==> src/rtl/memctl_stub_pkg.sv <==
package memctl_stub_pkg;

  localparam int NREG     = 3;
  localparam int DW       = 32;

  localparam int IDX_CTRL = 0;
  localparam int IDX_CALC = 1;
  localparam int IDX_STAT = 2;

  localparam logic [31:0] OFS_CTRL = 32'h0000_0000;
  localparam logic [31:0] OFS_CALC = 32'h0000_00A8;
  localparam logic [31:0] OFS_STAT = 32'h0000_00B0;

  localparam logic [31:0] RST_CTRL = 32'h8002_0000;
  localparam logic [31:0] RST_CALC = 32'h07B0_0000;
  localparam logic [31:0] RST_STAT = 32'h8000_0000;

  // command bits that complete instantly and therefore never stick
  localparam logic [31:0] CTRL_SELFCLR = 32'hC000_0000;
  // calibration-finished indication in the status word
  localparam logic [31:0] CAL_DONE     = 32'h8000_0000;

  function automatic logic [31:0] reg_offset(input int idx);
    case (idx)
      IDX_CTRL: return OFS_CTRL;
      IDX_CALC: return OFS_CALC;
      default:  return OFS_STAT;
    endcase
  endfunction

  function automatic logic [31:0] reg_reset(input int idx);
    case (idx)
      IDX_CTRL: return RST_CTRL;
      IDX_CALC: return RST_CALC;
      default:  return RST_STAT;
    endcase
  endfunction

endpackage

==> src/rtl/memctl_stub_decode.sv <==
module memctl_stub_decode
  import memctl_stub_pkg::*;
#(
  parameter int          ADDR_W    = 10,
  parameter logic [31:0] OOB_START = 32'h0000_02E4
) (
  input  logic [ADDR_W-1:0] addr_i,
  output logic [NREG-1:0]   hit_o,
  output logic              misal_o,
  output logic              oob_o,
  output logic              unimpl_o
);

  localparam int WIDX_W = ADDR_W - 2;

  logic [WIDX_W-1:0] widx;
  logic [31:0]       addr_ext;
  logic              legal;

  assign widx     = addr_i[ADDR_W-1:2];
  assign addr_ext = {{(32-ADDR_W){1'b0}}, addr_i};
  assign misal_o  = |addr_i[1:0];
  assign oob_o    = (addr_ext >= OOB_START);
  assign legal    = ~misal_o & ~oob_o;

  for (genvar g = 0; g < NREG; g++) begin : g_hit
    localparam logic [31:0] OFS = reg_offset(g);
    assign hit_o[g] = legal & (widx == OFS[ADDR_W-1:2]);
  end

  assign unimpl_o = legal & ~(|hit_o);

endmodule

==> src/rtl/memctl_stub_regs.sv <==
module memctl_stub_regs
  import memctl_stub_pkg::*;
(
  input  logic                     clk_i,
  input  logic                     rst_ni,
  input  logic [NREG-1:0]          wr_hit_i,
  input  logic [DW-1:0]            wdata_i,
  output logic [NREG-1:0][DW-1:0]  q_o
);

  for (genvar g = 0; g < NREG; g++) begin : g_reg
    logic [DW-1:0] d;
    logic [DW-1:0] q;
    logic          en;

    if (g == IDX_CTRL) begin : g_ctrl
      always_comb begin
        en = wr_hit_i[g];
        d  = wdata_i & ~CTRL_SELFCLR;
      end
    end else if (g == IDX_STAT) begin : g_stat
      always_comb begin
        en = wr_hit_i[g] | wr_hit_i[IDX_CALC];
        if (wr_hit_i[g]) d = wdata_i;
        else             d = q | CAL_DONE;
      end
    end else begin : g_plain
      always_comb begin
        en = wr_hit_i[g];
        d  = wdata_i;
      end
    end

    always_ff @(posedge clk_i or negedge rst_ni) begin
      if (!rst_ni)  q <= reg_reset(g);
      else if (en)  q <= d;
    end

    assign q_o[g] = q;
  end

endmodule

==> src/rtl/memctl_stub_rdpath.sv <==
module memctl_stub_rdpath
  import memctl_stub_pkg::*;
(
  input  logic                     clk_i,
  input  logic                     rst_ni,
  input  logic                     rd_en_i,
  input  logic                     acc_i,
  input  logic [NREG-1:0]          hit_i,
  input  logic [NREG-1:0][DW-1:0]  q_i,
  input  logic                     err_i,
  input  logic                     unimpl_i,
  output logic [DW-1:0]            rd_data_o,
  output logic                     bus_err_o,
  output logic                     unimpl_o
);

  logic [DW-1:0] mux;
  logic [DW-1:0] rd_d;
  logic          err_d;
  logic          uni_d;

  always_comb begin
    mux = '0;
    for (int i = 0; i < NREG; i++) begin
      if (hit_i[i]) mux = mux | q_i[i];
    end
    rd_d  = rd_en_i ? mux : '0;
    err_d = acc_i & err_i;
    uni_d = acc_i & unimpl_i;
  end

  always_ff @(posedge clk_i or negedge rst_ni) begin
    if (!rst_ni) begin
      rd_data_o <= '0;
      bus_err_o <= 1'b0;
      unimpl_o  <= 1'b0;
    end else begin
      rd_data_o <= rd_d;
      bus_err_o <= err_d;
      unimpl_o  <= uni_d;
    end
  end

endmodule

==> src/rtl/memctl_boot_stub.sv <==
module memctl_boot_stub
  import memctl_stub_pkg::*;
#(
  parameter  int          WIN_BYTES = 1024,
  parameter  logic [31:0] OOB_START = 32'h0000_02E4,
  localparam int          ADDR_W    = $clog2(WIN_BYTES)
) (
  input  logic              clk_i,
  input  logic              rst_ni,
  input  logic [ADDR_W-1:0] addr_i,
  input  logic              wr_en_i,
  input  logic [31:0]       wr_data_i,
  input  logic              rd_en_i,
  output logic [31:0]       rd_data_o,
  output logic              bus_err_o,
  output logic              unimpl_o
);

  logic [NREG-1:0]         hit;
  logic [NREG-1:0]         wr_hit;
  logic                    misal;
  logic                    oob;
  logic                    unimpl_hit;
  logic                    acc;
  logic [NREG-1:0][DW-1:0] reg_q;
  logic [DW-1:0]           ctrl_q;
  logic [DW-1:0]           calc_q;
  logic [DW-1:0]           stat_q;

  assign acc    = rd_en_i | wr_en_i;
  assign wr_hit = hit & {NREG{wr_en_i}};

  memctl_stub_decode #(
    .ADDR_W    (ADDR_W),
    .OOB_START (OOB_START)
  ) u_decode (
    .addr_i   (addr_i),
    .hit_o    (hit),
    .misal_o  (misal),
    .oob_o    (oob),
    .unimpl_o (unimpl_hit)
  );

  memctl_stub_regs u_regs (
    .clk_i    (clk_i),
    .rst_ni   (rst_ni),
    .wr_hit_i (wr_hit),
    .wdata_i  (wr_data_i),
    .q_o      (reg_q)
  );

  memctl_stub_rdpath u_rdpath (
    .clk_i     (clk_i),
    .rst_ni    (rst_ni),
    .rd_en_i   (rd_en_i),
    .acc_i     (acc),
    .hit_i     (hit),
    .q_i       (reg_q),
    .err_i     (misal | oob),
    .unimpl_i  (unimpl_hit),
    .rd_data_o (rd_data_o),
    .bus_err_o (bus_err_o),
    .unimpl_o  (unimpl_o)
  );

  assign ctrl_q = reg_q[IDX_CTRL];
  assign calc_q = reg_q[IDX_CALC];
  assign stat_q = reg_q[IDX_STAT];

endmodule

==> config.mk <==
export PLATFORM = sky130hd
export DESIGN_NAME = memctl_boot_stub
export DESIGN_NICKNAME = d
export VERILOG_FILES = /design/src/rtl/memctl_stub_pkg.sv /design/src/rtl/memctl_stub_decode.sv /design/src/rtl/memctl_stub_regs.sv /design/src/rtl/memctl_stub_rdpath.sv /design/src/rtl/memctl_boot_stub.sv
export SDC_FILE = /design/constraint.sdc
export NUM_CORES = 1
export LEC_CHECK = 0
export BUFFER_PORTS_ARGS = -buffer_cell sky130_fd_sc_hd__buf_4
export CAP_MARGIN = 10
export CORE_ASPECT_RATIO = 2
export CORE_MARGIN = 10
export CORE_UTILIZATION = 40
export DETAILED_ROUTE_END_ITERATION = 8
export HOLD_SLACK_MARGIN = 0.12
export PLACE_DENSITY = 0.58
export SLEW_MARGIN = 20
export SYNTH_ARGS = -nofsm -noshare
export SYNTH_HDL_FRONTEND = slang
export SYNTH_SLANG_ARGS = --single-unit
export TNS_END_PERCENT = 30
==> constraint.sdc <==
create_clock -name clk_i -period 1.1 [get_ports clk_i]
set_input_delay 0.11 -clock clk_i [delete_from_list [all_inputs] [get_ports clk_i]]
set_output_delay 0.11 -clock clk_i [all_outputs]
set_load 0.02 [all_outputs]
======== Yosys cells after proc, flatten, opt, wreduce, memory -nomap -nowiden ========
Index checks and enable logic that the tools add are counted.
word-level totals
  register bits after elaboration ......... 129
  input bits .............................. 46
  output and inout bits ................... 34
  word-level logic and storage cells ...... 35
cells by class
  magnitude comparators ................... 1
  equality and inequality tests ........... 2
  mux-type cells .......................... 5
  bitwise gates (word level) .............. 16
  reduce and logical (&&, ||, !) cells .... 4
operators by type and width
  operator                count
  $mux W32                5
  $or A32 B32 Y32         2
  $eq A8 B6 Y1 const B    2
  $ge A10 B10 Y1 const B  1
  $logic_not A8 Y1        1
  $and A1 B1 Y1           7
  $and A3 B3 Y3           1
  $not A1 Y1              3
  $or A1 B1 Y1            3
  $reduce_or A3 Y1        1
  $reduce_and A2 Y1       1
  $reduce_or A2 Y1        1

======== Logic depth before layout (Yosys ltp) ========
  depth in word-level cells ............... 10
  depth in mapped cells ................... 5
  depth with buffers taken out ............ 3

======== By module ========
From an unflattened synthesis, not the netlist that was laid out.
unflattened totals
  cell total of the unflattened synthesis .. 339
  area, all modules ....................... 5,476.5 um^2
by module, submodules not included
  module              times used  cells an instance  area each (um^2)  sequential area each (um^2)
  memctl_stub_regs    1           205                3,844.9           2,388.5
  memctl_stub_rdpath  1           112                1,470.2           850.8
  memctl_stub_decode  1           17                 126.4             0.0
  memctl_boot_stub    1           5                  35.0              0.0

======== Worst setup path after synthesis ========
OpenSTA, ideal clock, no wires.
  path type ............................... input -> register
  from .................................... input port addr_i[9]
  to ...................................... register u_regs.g_reg[1].q[10]
  setup time .............................. 0.125 ns
  arrival time ............................ 1.298 ns
  required time ........................... 0.975 ns
  setup slack ............................. -0.323 ns
  stages on the path ...................... 4
  buffers on the path ..................... 1
  path through ............................ nor4_4 > nand4_4 > buf_6 > mux2_4
between the ends
  word-level cells in the longest chain between the ends .. 5
  elaborated cells on any way between the ends .. 6
  those cells by class .................... 1 x order compare; 1 x eq/ne; 4 x bitwise
ends and longest elaborated chain
  item                  RTL line                  RTL
  from (decl)           memctl_boot_stub.sv:10    input logic [ADDR_W-1:0] addr_i,
  $ge A10 B10 Y1        memctl_stub_decode.sv:23  assign oob_o = (addr_ext >= OOB_START);
  $not A1 Y1            memctl_stub_decode.sv:24  assign legal = ~misal_o & ~oob_o;
  $and A1 B1 Y1         memctl_stub_decode.sv:24
  $and A1 B1 Y1 (*)     memctl_stub_decode.sv:28  assign hit_o[g] = legal & (widx == OFS[ADDR_W-1:2]);
  $and A3 B3 Y3 (*)     memctl_boot_stub.sv:31    assign wr_hit = hit & {NREG{wr_en_i}};
  to (signal assigned)  memctl_stub_regs.sv:35    if (!rst_ni) q <= reg_reset(g);
  to (decl)             memctl_stub_regs.sv:13    logic [DW-1:0] q;
Every way passes the cells marked *; elsewhere a longest branch is shown, timed or not.
A chain may end at the register's enable or synchronous reset.

======== Final worst setup path ========
  from .................................... register u_rdpath.rd_data_o[4]
  to ...................................... output port rd_data_o[4]
RTL lines
  item                    RTL line                  RTL
  from (decl)             memctl_stub_rdpath.sv:12  output logic [DW-1:0] rd_data_o,
  from (signal assigned)  memctl_stub_rdpath.sv:38  rd_data_o <= rd_d;
  to (decl)               memctl_boot_stub.sv:14    output logic [31:0] rd_data_o,
No word-level cell between the ends.

==> summary.txt <==
Timing
  • Setup TNS: 0 ns
  • Final Max Tran Viols: 0
  • Worst Tran Pin Value: 0.450 ns
  • Final setup vio count: 0
  • RSZ-0062 raised after global routing: yes
  • Setup Skew: between 0.007 and 0.008 ns
  • Final min period: 1.08 ns
  • Period utilisation layout: 0.984
  • Number of hold violations in the final report: 0
  • Hold WS: 0.130 ns
  • Peak Freq: 923 MHz
  • Slew HR: 0.700

CTS
  • Worst-Skew Late Latency: 0.42 ns
  • # H-tree levels: 4
  • CTS Buffer Depth: 2
  • Postcts setup bufs: 0
  • CTS clk-pin slew, worst paths: 0.06 ns
  • Sink Count: 129
  • Clk root buf: clkbuf_16
  • TritonCTS Buffers: 17
  • CTS tree: done

Finish
  • Multi-input logic area: about 0.0025 sq mm
  • Fillcell total: about 1,300
  • Final nets: ~630
  • Final Cell Area: 0.00805 sq mm
  • Layout cells sized above 1: 0.443
  • Syn-to-layout area delta: 34.2%
  • # diodes: 0
  • Register area: 0.00324 sq mm

Place
  • Port-buffer cells: 79
  • Area after DPL: 0.00705 sq mm
  • DP Wirelength: 10.2 mm
  • Routability Congestion: 0.783

Synth
  • Cell taking the most area after synthesis: dfrtp_1
  • Ranking of synthesized cells by area: dfrtp_1 50%, mux2_4 22%, o221ai_1 4.5%, dfstp_2 3.9%, and2_1 3.4%
  • Flops & latches, synth: roughly 130
  • Synthesized area: roughly 0.0060 sq mm
  • Sequential share of the synthesized area: 0.540
  • Share of the synthesized area in the top cell type: 0.501
  • Netlist cell types: 31
  • Mapped Nets: around 490
  • Total of warnings raised by yosys: 0
  • Mapped Cells: 442
  • Avg Cell Area, Syn: 13.6 sq um

Critical path
  • Reg2Reg Depth: 3
  • Worst setup EP type: output port
  • CP Max Fanout: 1
  • Worst Path Arrival: 0.97 ns
  • R2R setup slack: approximately 0.07 ns
  • Worst Setup Path Type: reg -> out
  • Slowest cell on crit path: dfrtp_1
  • Crit path max-delay family: flip-flops
  • Critical Path Start Type: flip-flop
  • RR Endpoint: u_regs.g_reg[2].q[31]
  • Critical path's largest stage delay: 0.41 ns
  • Critical Path RT: roughly 1 ns
  • Worst path cell trace: buf_6
  • Reg2Reg Launch Point: u_regs.g_reg[2].q[31]
  • Buf/Inv on CP: 1

Routing
  • Routed Antenna Nets: 0
  • Residual DRC count: 0
  • Post-DR wirelength/cell: 19.9 microns
  • Vias per inst: around 5.2
  • Wirelength, routed: 15.8 mm
  • DRT iter0 DRCs: 154
  • DR vias: 4,119
  • Detailed Routing Iterations Pass 1: 4

Flow run
  • Max-cap viol count: 0

Pwr
  • Post-route total power: 10,900 uW
  • Leak pwr: 0.00400 uW
  • PD cells: between 1000 and 1500 mW/mm^2
  • Maximum vdd drop: around 0.95 mV

Global routing
  • Global-route usage over all layers: 0.162
  • Initial antenna violation count: 0
  • GRT overflow: 0
  • First-pass GRT wire length: roughly 26 mm
  • Number of global-route vias before repair: 4,792
  • Largest net degree at the start of global routing: 35

Die
  • I/O pin count: 80
  • Core ar.: 0.0147 sq mm
  • Die area: 0.0206 sq mm
  • Die Wd: 107 microns
  • Die height: 193 microns
  • Cell row count: 63
  • Starting Density: 0.407

Hold path
  • Hold crit path type: in -> reg
  • Min-delay src: addr_i[1]
  • WHS Path Cells: 4
  • Hold endpoint: u_rdpath.unimpl_o

Status
  • Status: completed
==> metrics by stage <==
| step | setup slack (ns) | instances | util |
|---|---|---|---|
| after floorplan | -0.313 | 442 | - |
| after global placement | -0.420 | 721 | 0.479 |
| final | 0.0171 | 791 | 0.546 |
| after detailed placement | -0.440 | 721 | 0.479 |
| after global routing | -0.0458 | 791 | 0.546 |
| after CTS | 0.00714 | 791 | 0.543 |
==> where the power goes <==
group | leakage, uW | switching, uW | total [uW] | internal (uW)
Combinational | 0.00196 | 381 | 756 | 375
Sequential | 0.00176 | 33.2 | 4840 | 4810
Clock | 0.000277 | 2140 | 5310 | 3160
==> timing repair <==
action,4_1_cts,5_1_grt
hold buffers,38,0
hold endpoints to repair,224,0
gates resized for setup,4,9
setup endpoints to repair,4,78
pin swaps,0,0
==> layout make-up <==
class | count | share of cell area
repair buffers | 154 | 0.174
clock inverters | 13 | 0.0143
inverters | 32 | 0.0149
multi-input cells | 249 | 0.309
well taps | 195 | 0.0303
clock buffers | 19 | 0.0550
flip-flops and latches | 129 | 0.402
==> registers in the layout (all words and copies together) (netlist names) <==
name / count
u_regs.g.q: 95
u_rdpath.rd_data_o: 32
u_rdpath.bus_err_o: 1
u_rdpath.unimpl_o: 1
==> Yosys cell counts <==
master / number
buf_2: 3
dfrtp_1: 120
inv_1: 32
and4_1: 1
o211ai_1: 1
nand4_2: 1
or3_1: 1
dfstp_2: 9
nand4_1: 31
o21a_1: 1
nor2_1: 4
mux2_2: 4
a22oi_1: 1
nor2b_1: 3
a211o_1: 1
nor4_2: 1
mux2_4: 89
buf_6: 10
nand4_4: 3
nand2_1: 31
and2_1: 33
and4bb_2: 1
nor4_4: 1
nor3_1: 2
a41oi_1: 1
nand3_2: 1
clkbuf_1: 19
o221ai_1: 31
and3_1: 3
nor3b_1: 1
a31oi_1: 2
==> placed cells by master (no fill, tap or decap), types with 4 or more instances in the layout <==
cell,instances
clkinv_2,5
dfstp_2,9
dlygate4sd3_1,38
buf_12,9
dfrtp_1,120
o221ai_1,27
mux2_4,89
inv_1,32
nand2_1,31
clkinv_4,5
clkbuf_16,17
o221ai_2,4
mux2_2,4
buf_4,98
and2_1,33
buf_6,9
nand4_1,31
==> metal layers <==
metal	global-route usage	part of all wire
met1	0.178	0.40
met2	0.284	0.54
met3	0.0409	0.043
met5	0	0
met4	0.0749	0.020
==> worst max-delay path by stage <==
stage | slack (ns) | depth (start not counted) | endpoint | startpoint
2_1_floorplan | -0.31 | 4 | u_regs.g_reg[1].q[10] | addr_i[6]
3_3_place_gp | -0.42 | 7 | u_rdpath.rd_data_o[24] | addr_i[6]
3_5_place_dp | -0.44 | 7 | u_rdpath.rd_data_o[24] | addr_i[6]
4_1_cts | 0.007 | 1 | bus_err_o | u_rdpath.bus_err_o
5_1_grt | -0.05 | 7 | u_rdpath.rd_data_o[6] | addr_i[6]
6_report | 0.02 | 1 | rd_data_o[4] | u_rdpath.rd_data_o[4]
==> cell families (layout without fill, tap and decap cells) <==
kind of cell / count (synthesis) / in the layout / share of synthesized area
AOI/OAI and AO/OA: 38 / 38 / 0.0540
buffers and inverters: 64 / 218 / 0.0532
DFF: 129 / 129 / 0.540
muxes: 93 / 93 / 0.230
and+or+nand+nor: 118 / 118 / 0.122
Note: power is estimated with default switching activity, not from simulation.
